### src/rtl/syncDetPkg.sv
package syncDetPkg;

  // strobes handed from the control to the counter datapath
  typedef struct packed {
    logic lineStart;   // horizontal falling edge seen this cycle
    logic fieldStart;  // vertical falling edge seen this cycle
  } syncStrobeT;

endpackage

### src/rtl/syncEdge.sv
module syncEdge (
  input  logic clk,
  input  logic rstN,
  input  logic syncN,
  output logic fallStb
);

  logic stage1;
  logic stage2;

  // idle level of an active-low sync is high
  always_ff @(posedge clk or negedge rstN) begin
    if (!rstN) begin
      stage1 <= 1'b1;
      stage2 <= 1'b1;
    end else begin
      stage1 <= syncN;
      stage2 <= stage1;
    end
  end

  assign fallStb = stage2 & ~stage1;

endmodule

### src/rtl/syncCount.sv
module syncCount
  import syncDetPkg::*;
#(
  parameter int PIX_W  = 11,
  parameter int LINE_W = 10
) (
  input  logic              clk,
  input  logic              rstN,
  input  syncStrobeT        strb,
  output logic [PIX_W-1:0]  pixCount,
  output logic [PIX_W-1:0]  lineLen,
  output logic [LINE_W-1:0] lineCount,
  output logic              lineSeen,
  output logic              lenValid
);

  localparam logic [PIX_W-1:0]  PIX_MAX  = '1;
  localparam logic [LINE_W-1:0] LINE_MAX = '1;

  always_ff @(posedge clk or negedge rstN) begin
    if (!rstN) begin
      pixCount <= '0;
    end else if (strb.lineStart) begin
      pixCount <= PIX_W'(1);
    end else if (pixCount != PIX_MAX) begin
      pixCount <= pixCount + PIX_W'(1);
    end
  end

  always_ff @(posedge clk or negedge rstN) begin
    if (!rstN) begin
      lineCount <= '0;
    end else if (strb.fieldStart) begin
      lineCount <= LINE_W'(1);
    end else if (strb.lineStart && lineCount != LINE_MAX) begin
      lineCount <= lineCount + LINE_W'(1);
    end
  end

  // the first edge after reset only starts the ruler; the second yields a length
  always_ff @(posedge clk or negedge rstN) begin
    if (!rstN) begin
      lineSeen <= 1'b0;
      lenValid <= 1'b0;
      lineLen  <= '0;
    end else if (strb.lineStart) begin
      lineSeen <= 1'b1;
      if (lineSeen) begin
        lineLen  <= pixCount;
        lenValid <= 1'b1;
      end
    end
  end

  p_pix_restart_r1: assert property (@(posedge clk) disable iff (!rstN)
    strb.lineStart |=> pixCount == PIX_W'(1));

  p_pix_step_r1: assert property (@(posedge clk) disable iff (!rstN)
    (!strb.lineStart && pixCount != PIX_MAX) |=> pixCount == $past(pixCount) + PIX_W'(1));

  p_line_step_r2: assert property (@(posedge clk) disable iff (!rstN)
    (strb.lineStart && !strb.fieldStart && lineCount != LINE_MAX)
      |=> lineCount == $past(lineCount) + LINE_W'(1));

  p_line_restart_r3: assert property (@(posedge clk) disable iff (!rstN)
    strb.fieldStart |=> lineCount == LINE_W'(1));

endmodule

### src/rtl/syncCtrl.sv
module syncCtrl
  import syncDetPkg::*;
#(
  parameter int PIX_W      = 11,
  parameter int LINE_W     = 10,
  parameter int CLK_525    = 1716,
  parameter int CLK_625    = 1728,
  parameter int LEN_TOL    = 2,
  parameter int LINE_SPLIT = 288
) (
  input  logic              clk,
  input  logic              rstN,
  input  logic              hsyncN,
  input  logic              vsyncN,
  input  logic [PIX_W-1:0]  pixCount,
  input  logic [PIX_W-1:0]  lineLen,
  input  logic [LINE_W-1:0] lineCount,
  input  logic              lineSeen,
  input  logic              lenValid,
  output syncStrobeT        strb,
  output logic              fieldTwo,
  output logic              fieldErr,
  output logic              pal625,
  output logic              locked
);

  localparam int EXT_W   = PIX_W + 1;
  localparam int N_SYNCS = 2;

  logic [N_SYNCS-1:0] syncIn;
  logic [N_SYNCS-1:0] fallVec;

  assign syncIn = {vsyncN, hsyncN};

  genvar g;
  generate
    for (g = 0; g < N_SYNCS; g++) begin : gEdge
      syncEdge uEdge (
        .clk    (clk),
        .rstN   (rstN),
        .syncN  (syncIn[g]),
        .fallStb(fallVec[g])
      );
    end
  endgenerate

  logic hsFall, vsFall;
  assign hsFall = fallVec[0];
  assign vsFall = fallVec[1];

  always_comb begin
    strb.lineStart  = hsFall;
    strb.fieldStart = vsFall;
  end

  // window arithmetic, one bit wider so sums cannot wrap
  logic [EXT_W-1:0] phase, lenExt, quarter, half;
  logic inStart, inMid, goodF1, goodF2;

  always_comb begin
    phase   = {1'b0, pixCount};
    lenExt  = {1'b0, lineLen};
    quarter = lenExt >> 2;
    half    = lenExt >> 1;
    inStart = (phase < quarter) || (phase > lenExt - quarter);
    inMid   = (phase + quarter > half) && (phase < half + quarter);
    goodF1  = lenValid && inStart;
    goodF2  = lenValid && inMid && !inStart;
  end

  // line length check against the nominal for the standard in force
  logic [EXT_W-1:0] nomLen, lenDiff;
  logic lenInTol, vote;

  always_comb begin
    nomLen   = pal625 ? EXT_W'(CLK_625) : EXT_W'(CLK_525);
    lenDiff  = (phase >= nomLen) ? (phase - nomLen) : (nomLen - phase);
    lenInTol = lineSeen && (lenDiff <= EXT_W'(LEN_TOL));
    vote     = lineCount > LINE_W'(LINE_SPLIT);
  end

  logic fieldGood, lenOk, vsSeen, lastVote, voteValid;

  always_ff @(posedge clk or negedge rstN) begin
    if (!rstN) begin
      fieldTwo  <= 1'b0;
      fieldErr  <= 1'b0;
      fieldGood <= 1'b0;
    end else if (vsFall) begin
      if (goodF1) begin
        fieldTwo  <= 1'b0;
        fieldErr  <= 1'b0;
        fieldGood <= 1'b1;
      end else if (goodF2) begin
        fieldTwo  <= 1'b1;
        fieldErr  <= 1'b0;
        fieldGood <= 1'b1;
      end else begin
        fieldErr  <= 1'b1;
        fieldGood <= 1'b0;
      end
    end
  end

  always_ff @(posedge clk or negedge rstN) begin
    if (!rstN) begin
      pal625    <= 1'b0;
      vsSeen    <= 1'b0;
      lastVote  <= 1'b0;
      voteValid <= 1'b0;
    end else if (vsFall) begin
      vsSeen <= 1'b1;
      if (vsSeen) begin
        lastVote  <= vote;
        voteValid <= 1'b1;
        if (voteValid && vote == lastVote) pal625 <= vote;
      end
    end
  end

  always_ff @(posedge clk or negedge rstN) begin
    if (!rstN) lenOk <= 1'b0;
    else if (hsFall) lenOk <= lenInTol;
  end

  assign locked = lenOk && fieldGood;

  p_pal_hold_r7: assert property (@(posedge clk) disable iff (!rstN)
    !vsFall |=> $stable(pal625));

  p_field_hold_r6: assert property (@(posedge clk) disable iff (!rstN)
    (vsFall && !goodF1 && !goodF2) |=> $stable(fieldTwo) && fieldErr);

  p_field_quiet_r4: assert property (@(posedge clk) disable iff (!rstN)
    !vsFall |=> $stable(fieldTwo) && $stable(fieldErr));

  p_lock_field_r8: assert property (@(posedge clk) disable iff (!rstN)
    locked |-> !fieldErr);

endmodule

### src/rtl/syncSlaveDetect.sv
module syncSlaveDetect
  import syncDetPkg::*;
#(
  parameter int PIX_W      = 11,
  parameter int LINE_W     = 10,
  parameter int CLK_525    = 1716,
  parameter int CLK_625    = 1728,
  parameter int LEN_TOL    = 2,
  parameter int LINE_SPLIT = 288
) (
  input  logic              clk,
  input  logic              rstN,
  input  logic              hsyncN,
  input  logic              vsyncN,
  output logic [PIX_W-1:0]  pixCount,
  output logic [LINE_W-1:0] lineCount,
  output logic              fieldTwo,
  output logic              fieldErr,
  output logic              pal625,
  output logic              locked
);

  syncStrobeT       strb;
  logic [PIX_W-1:0] lineLen;
  logic             lineSeen, lenValid;

  syncCtrl #(
    .PIX_W(PIX_W), .LINE_W(LINE_W), .CLK_525(CLK_525), .CLK_625(CLK_625),
    .LEN_TOL(LEN_TOL), .LINE_SPLIT(LINE_SPLIT)
  ) uCtrl (
    .clk(clk), .rstN(rstN), .hsyncN(hsyncN), .vsyncN(vsyncN),
    .pixCount(pixCount), .lineLen(lineLen), .lineCount(lineCount),
    .lineSeen(lineSeen), .lenValid(lenValid), .strb(strb),
    .fieldTwo(fieldTwo), .fieldErr(fieldErr), .pal625(pal625), .locked(locked)
  );

  syncCount #(.PIX_W(PIX_W), .LINE_W(LINE_W)) uCount (
    .clk(clk), .rstN(rstN), .strb(strb),
    .pixCount(pixCount), .lineLen(lineLen), .lineCount(lineCount),
    .lineSeen(lineSeen), .lenValid(lenValid)
  );

endmodule

### config.mk
export PLATFORM = sky130hd
export DESIGN_NAME = syncSlaveDetect
export DESIGN_NICKNAME = d
export VERILOG_FILES = /design/src/rtl/syncDetPkg.sv /design/src/rtl/syncEdge.sv /design/src/rtl/syncCount.sv /design/src/rtl/syncCtrl.sv /design/src/rtl/syncSlaveDetect.sv
export SDC_FILE = /design/constraint.sdc
export NUM_CORES = 1
export LEC_CHECK = 0
export BUFFER_PORTS_ARGS = -buffer_cell sky130_fd_sc_hd__buf_2
export CORE_MARGIN = 4
export CORE_UTILIZATION = 55
export DETAILED_ROUTE_END_ITERATION = 16
export GPL_ROUTABILITY_DRIVEN = 0
export PLACE_DENSITY_LB_ADDON = 0.12
export SYNTH_ARGS = -nofsm -noshare
export SYNTH_HDL_FRONTEND = slang
export SYNTH_SLANG_ARGS = --single-unit
### constraint.sdc
create_clock -name clk -period 5.15 [get_ports clk]
set_input_delay 1.03 -clock clk [delete_from_list [all_inputs] [get_ports clk]]
set_output_delay 1.03 -clock clk [all_outputs]
set_load 0.02 [all_outputs]
==> flow_summary.json <==
{
  "status": "finished clean",
  "clk_latency_ps": 300,
  "synth_cell_type_count": 56,
  "dr.pass1.iters": 4,
  "postCtsSetupBuffers": 0,
  "port_buffers": 28,
  "cp_max_fo": 9,
  "start_kind": "flip-flop",
  "holdCritPathClass": "flip-flop to flip-flop",
  "cp-end-kind": "flip-flop",
  "route.detailed.drc": 0,
  "finish.utilization_pct": 60.2,
  "cts_buffers": 5,
  "min_period_ps": 4110,
  "fin_setup_tns_ps": 0,
  "cts_max_level": 2,
  "final_cells": 664,
  "num_vias": 3880,
  "slew_viol_final": 0,
  "p_leak_nw": 2.32,
  "die_h_um": 99.9,
  "root_buffer": "clkbuf_8",
  "io_pins": 29,
  "hpwl_um": 8410,
  "max-vdd-ir-drop_mv": 0.222,
  "dieArea_sq_um": 9980,
  "viasPerCell": 5.84,
  "drive_gt1_share_pct": 9.84,
  "initial_utilization_pct": 56.5,
  "layout.cells.most_common": "ha_1",
  "final.setup_skew_ps": 3.35,
  "crit_required_ps": 5340,
  "grt_pass1_vias": 3944,
  "postRouteAntennaNets": 0,
  "avgRoutedWirePerCell_um": 15.9,
  "cts_buffer_depth": 2,
  "syn_inst": 535,
  "mostFrequentLayoutCells": "ha_1, a21oi_1, inv_1, dfrtp_1, nand2_1",
  "dieWidth_um": 99.9,
  "syn_area_sq_um": 4640,
  "routed_wl_um": 10600,
  "synthArstFlopShare_pct": 100,
  "rsz0062_at_grt": "false",
  "ys.warnings.count": 0,
  "synth_edf_count": 0,
  "cp_top_family": "compound AO/OA/AOI/OAI gates",
  "area_delta_synth_final_pct": 6.60,
  "grt-ovfl-total": 0,
  "power_density_nw_per_um2": 365,
  "hold_violations": 0,
  "path_clk_slew_ps": 90,
  "slowest_delay_ps": 550,
  "worst_slew_pin_slew_ps": 1010,
  "arrival_ps": 4300,
  "cts_resized": 0,
  "grt_max_degree": 47,
  "synth-seq-cells": 46,
  "crit_buf_inv": 1,
  "drv_cap": 0,
  "diodes": 0,
  "slowest_stage": "dfrtp_1",
  "worst_hold_slack_ps": 371,
  "path_cells": "ha_1 -> inv_1 -> fa_1 -> a21o_1 -> a21oi_1 -> o21bai_1 -> a21oi_1 -> o21bai_1 -> a21o_1 -> a211oi_1 -> xnor2_1 -> ha_1 -> nand3_1 -> nor3_1 -> nor3_1 -> o21ai_0 -> a31oi_1 -> a31oi_1 -> or3b_1",
  "final_nets": 649,
  "drt_iter0_markers": 136,
  "hold_buffers": 0,
  "grt_pass1_wl_um": 18100,
  "core_sq_um": 8220,
  "placedCellCount": 656,
  "track_usage_pct": 22.2,
  "cts.sinks": 46,
  "finalSetupViolCount": 0,
  "avgSynthCellArea_sq_um": 8.68,
  "rows": 33,
  "seq_area_frac_synth_pct": 24.9,
  "period_share_pct": 79.8,
  "synth_nets": 626,
  "fmax_mhz": 243,
  "path_class": "flip-flop to flip-flop",
  "slew_headroom_pct": 32.9,
  "tritoncts": "yes",
  "antenna_found_initial": 0,
  "ys.flop_type": "dfrtp_1"
}
[area by class of cell]
type	instances	area, sq um
Multi-Input combinational cell	433	3250
Inverter	42	158
Fill cell	740	3270
Clock inverter	1	8.76
Timing Repair Buffer	30	155
Tap cell	105	131
Clock buffer	7	86.3
Sequential cell	46	1160
[cell usage after synthesis, types with 9 or more instances]
cell	count	area (sq um)
a31oi_1	10	62.6
a21oi_1	45	225
a21o_1	10	75.1
nor2_1	34	128
o21bai_1	9	67.6
nand4_1	9	56.3
nand2b_1	12	75.1
nand3_1	12	60.1
dfrtp_1	42	1050
xnor2_1	31	272
ha_1	84	1050
nor2b_1	11	68.8
o21ai_0	32	160
inv_1	42	158
nand2_1	36	135
o21a_1	14	105
[power breakdown]
group	internal (mW)	switching [mW]
sequential	0.404	0.0948
clock	0.111	0.130
combinational	0.492	0.576
total	1.01	0.801
[final timing paths]
path                                          endpoint  slack (ps)  cells past startpoint                        start
max                                    uCtrl.fieldGood        1040                     19            uCount.lineLen[2]
min                        uCtrl.gEdge[1].uEdge.stage2         370                      0  uCtrl.gEdge[1].uEdge.stage1
max reg2reg                            uCtrl.fieldGood        1040                     19            uCount.lineLen[2]
min reg2reg                uCtrl.gEdge[1].uEdge.stage2         370                      0  uCtrl.gEdge[1].uEdge.stage1
max in group asynchronous              uCtrl.voteValid        3640                      1                         rstN
min in group asynchronous              uCount.lineSeen         880                      1                         rstN
[routing by layer]
metal | global-route usage (%) | share of wire [%] | vias to the layer above
met4 | 9.14 | 2.3 | 0
met5 | 0 | 0 | -
met3 | 3.41 | 3.2 | 19
met1 | 28.3 | 47 | 1832
met2 | 37.6 | 48 | 66
li1 | - | - | 1963
[through the flow]
stage | instance area [sq um] | total power, mW | setup slack [ps]
6_report | 4950 | 1.81 | 1040
5_1_grt | 4950 | 1.98 | 694
4_1_cts | 4950 | 1.83 | 1030
3_5_place_dp | 4850 | 1.58 | 1050
3_3_place_gp | 4850 | 1.54 | 1150
2_1_floorplan | 4640 | 1.29 | 1450
[logic make-up (layout without fill, tap and decap cells)]
group | count (synthesis) | count (layout) | synth area share [%]
buffers and inverters | 56 | 80 | 5.01
muxes | 6 | 6 | 1.37
DFF | 46 | 46 | 24.9
AOI/OAI and AO/OA | 151 | 151 | 21.1
and+or+nand+nor | 150 | 150 | 16.4
adders and majority gates | 87 | 87 | 23.9
xor gates and xnor gates | 39 | 39 | 7.36
[registers in the layout, indices dropped and copies added (netlist names), 2 cells and up]
name	count
uCount.lineCount	10
uCount.lineLen	11
uCount.pixCount	11
uCtrl.gEdge.uEdge.stage1	2
uCtrl.gEdge.uEdge.stage2	2
Note: power is estimated with default switching activity, not from simulation.
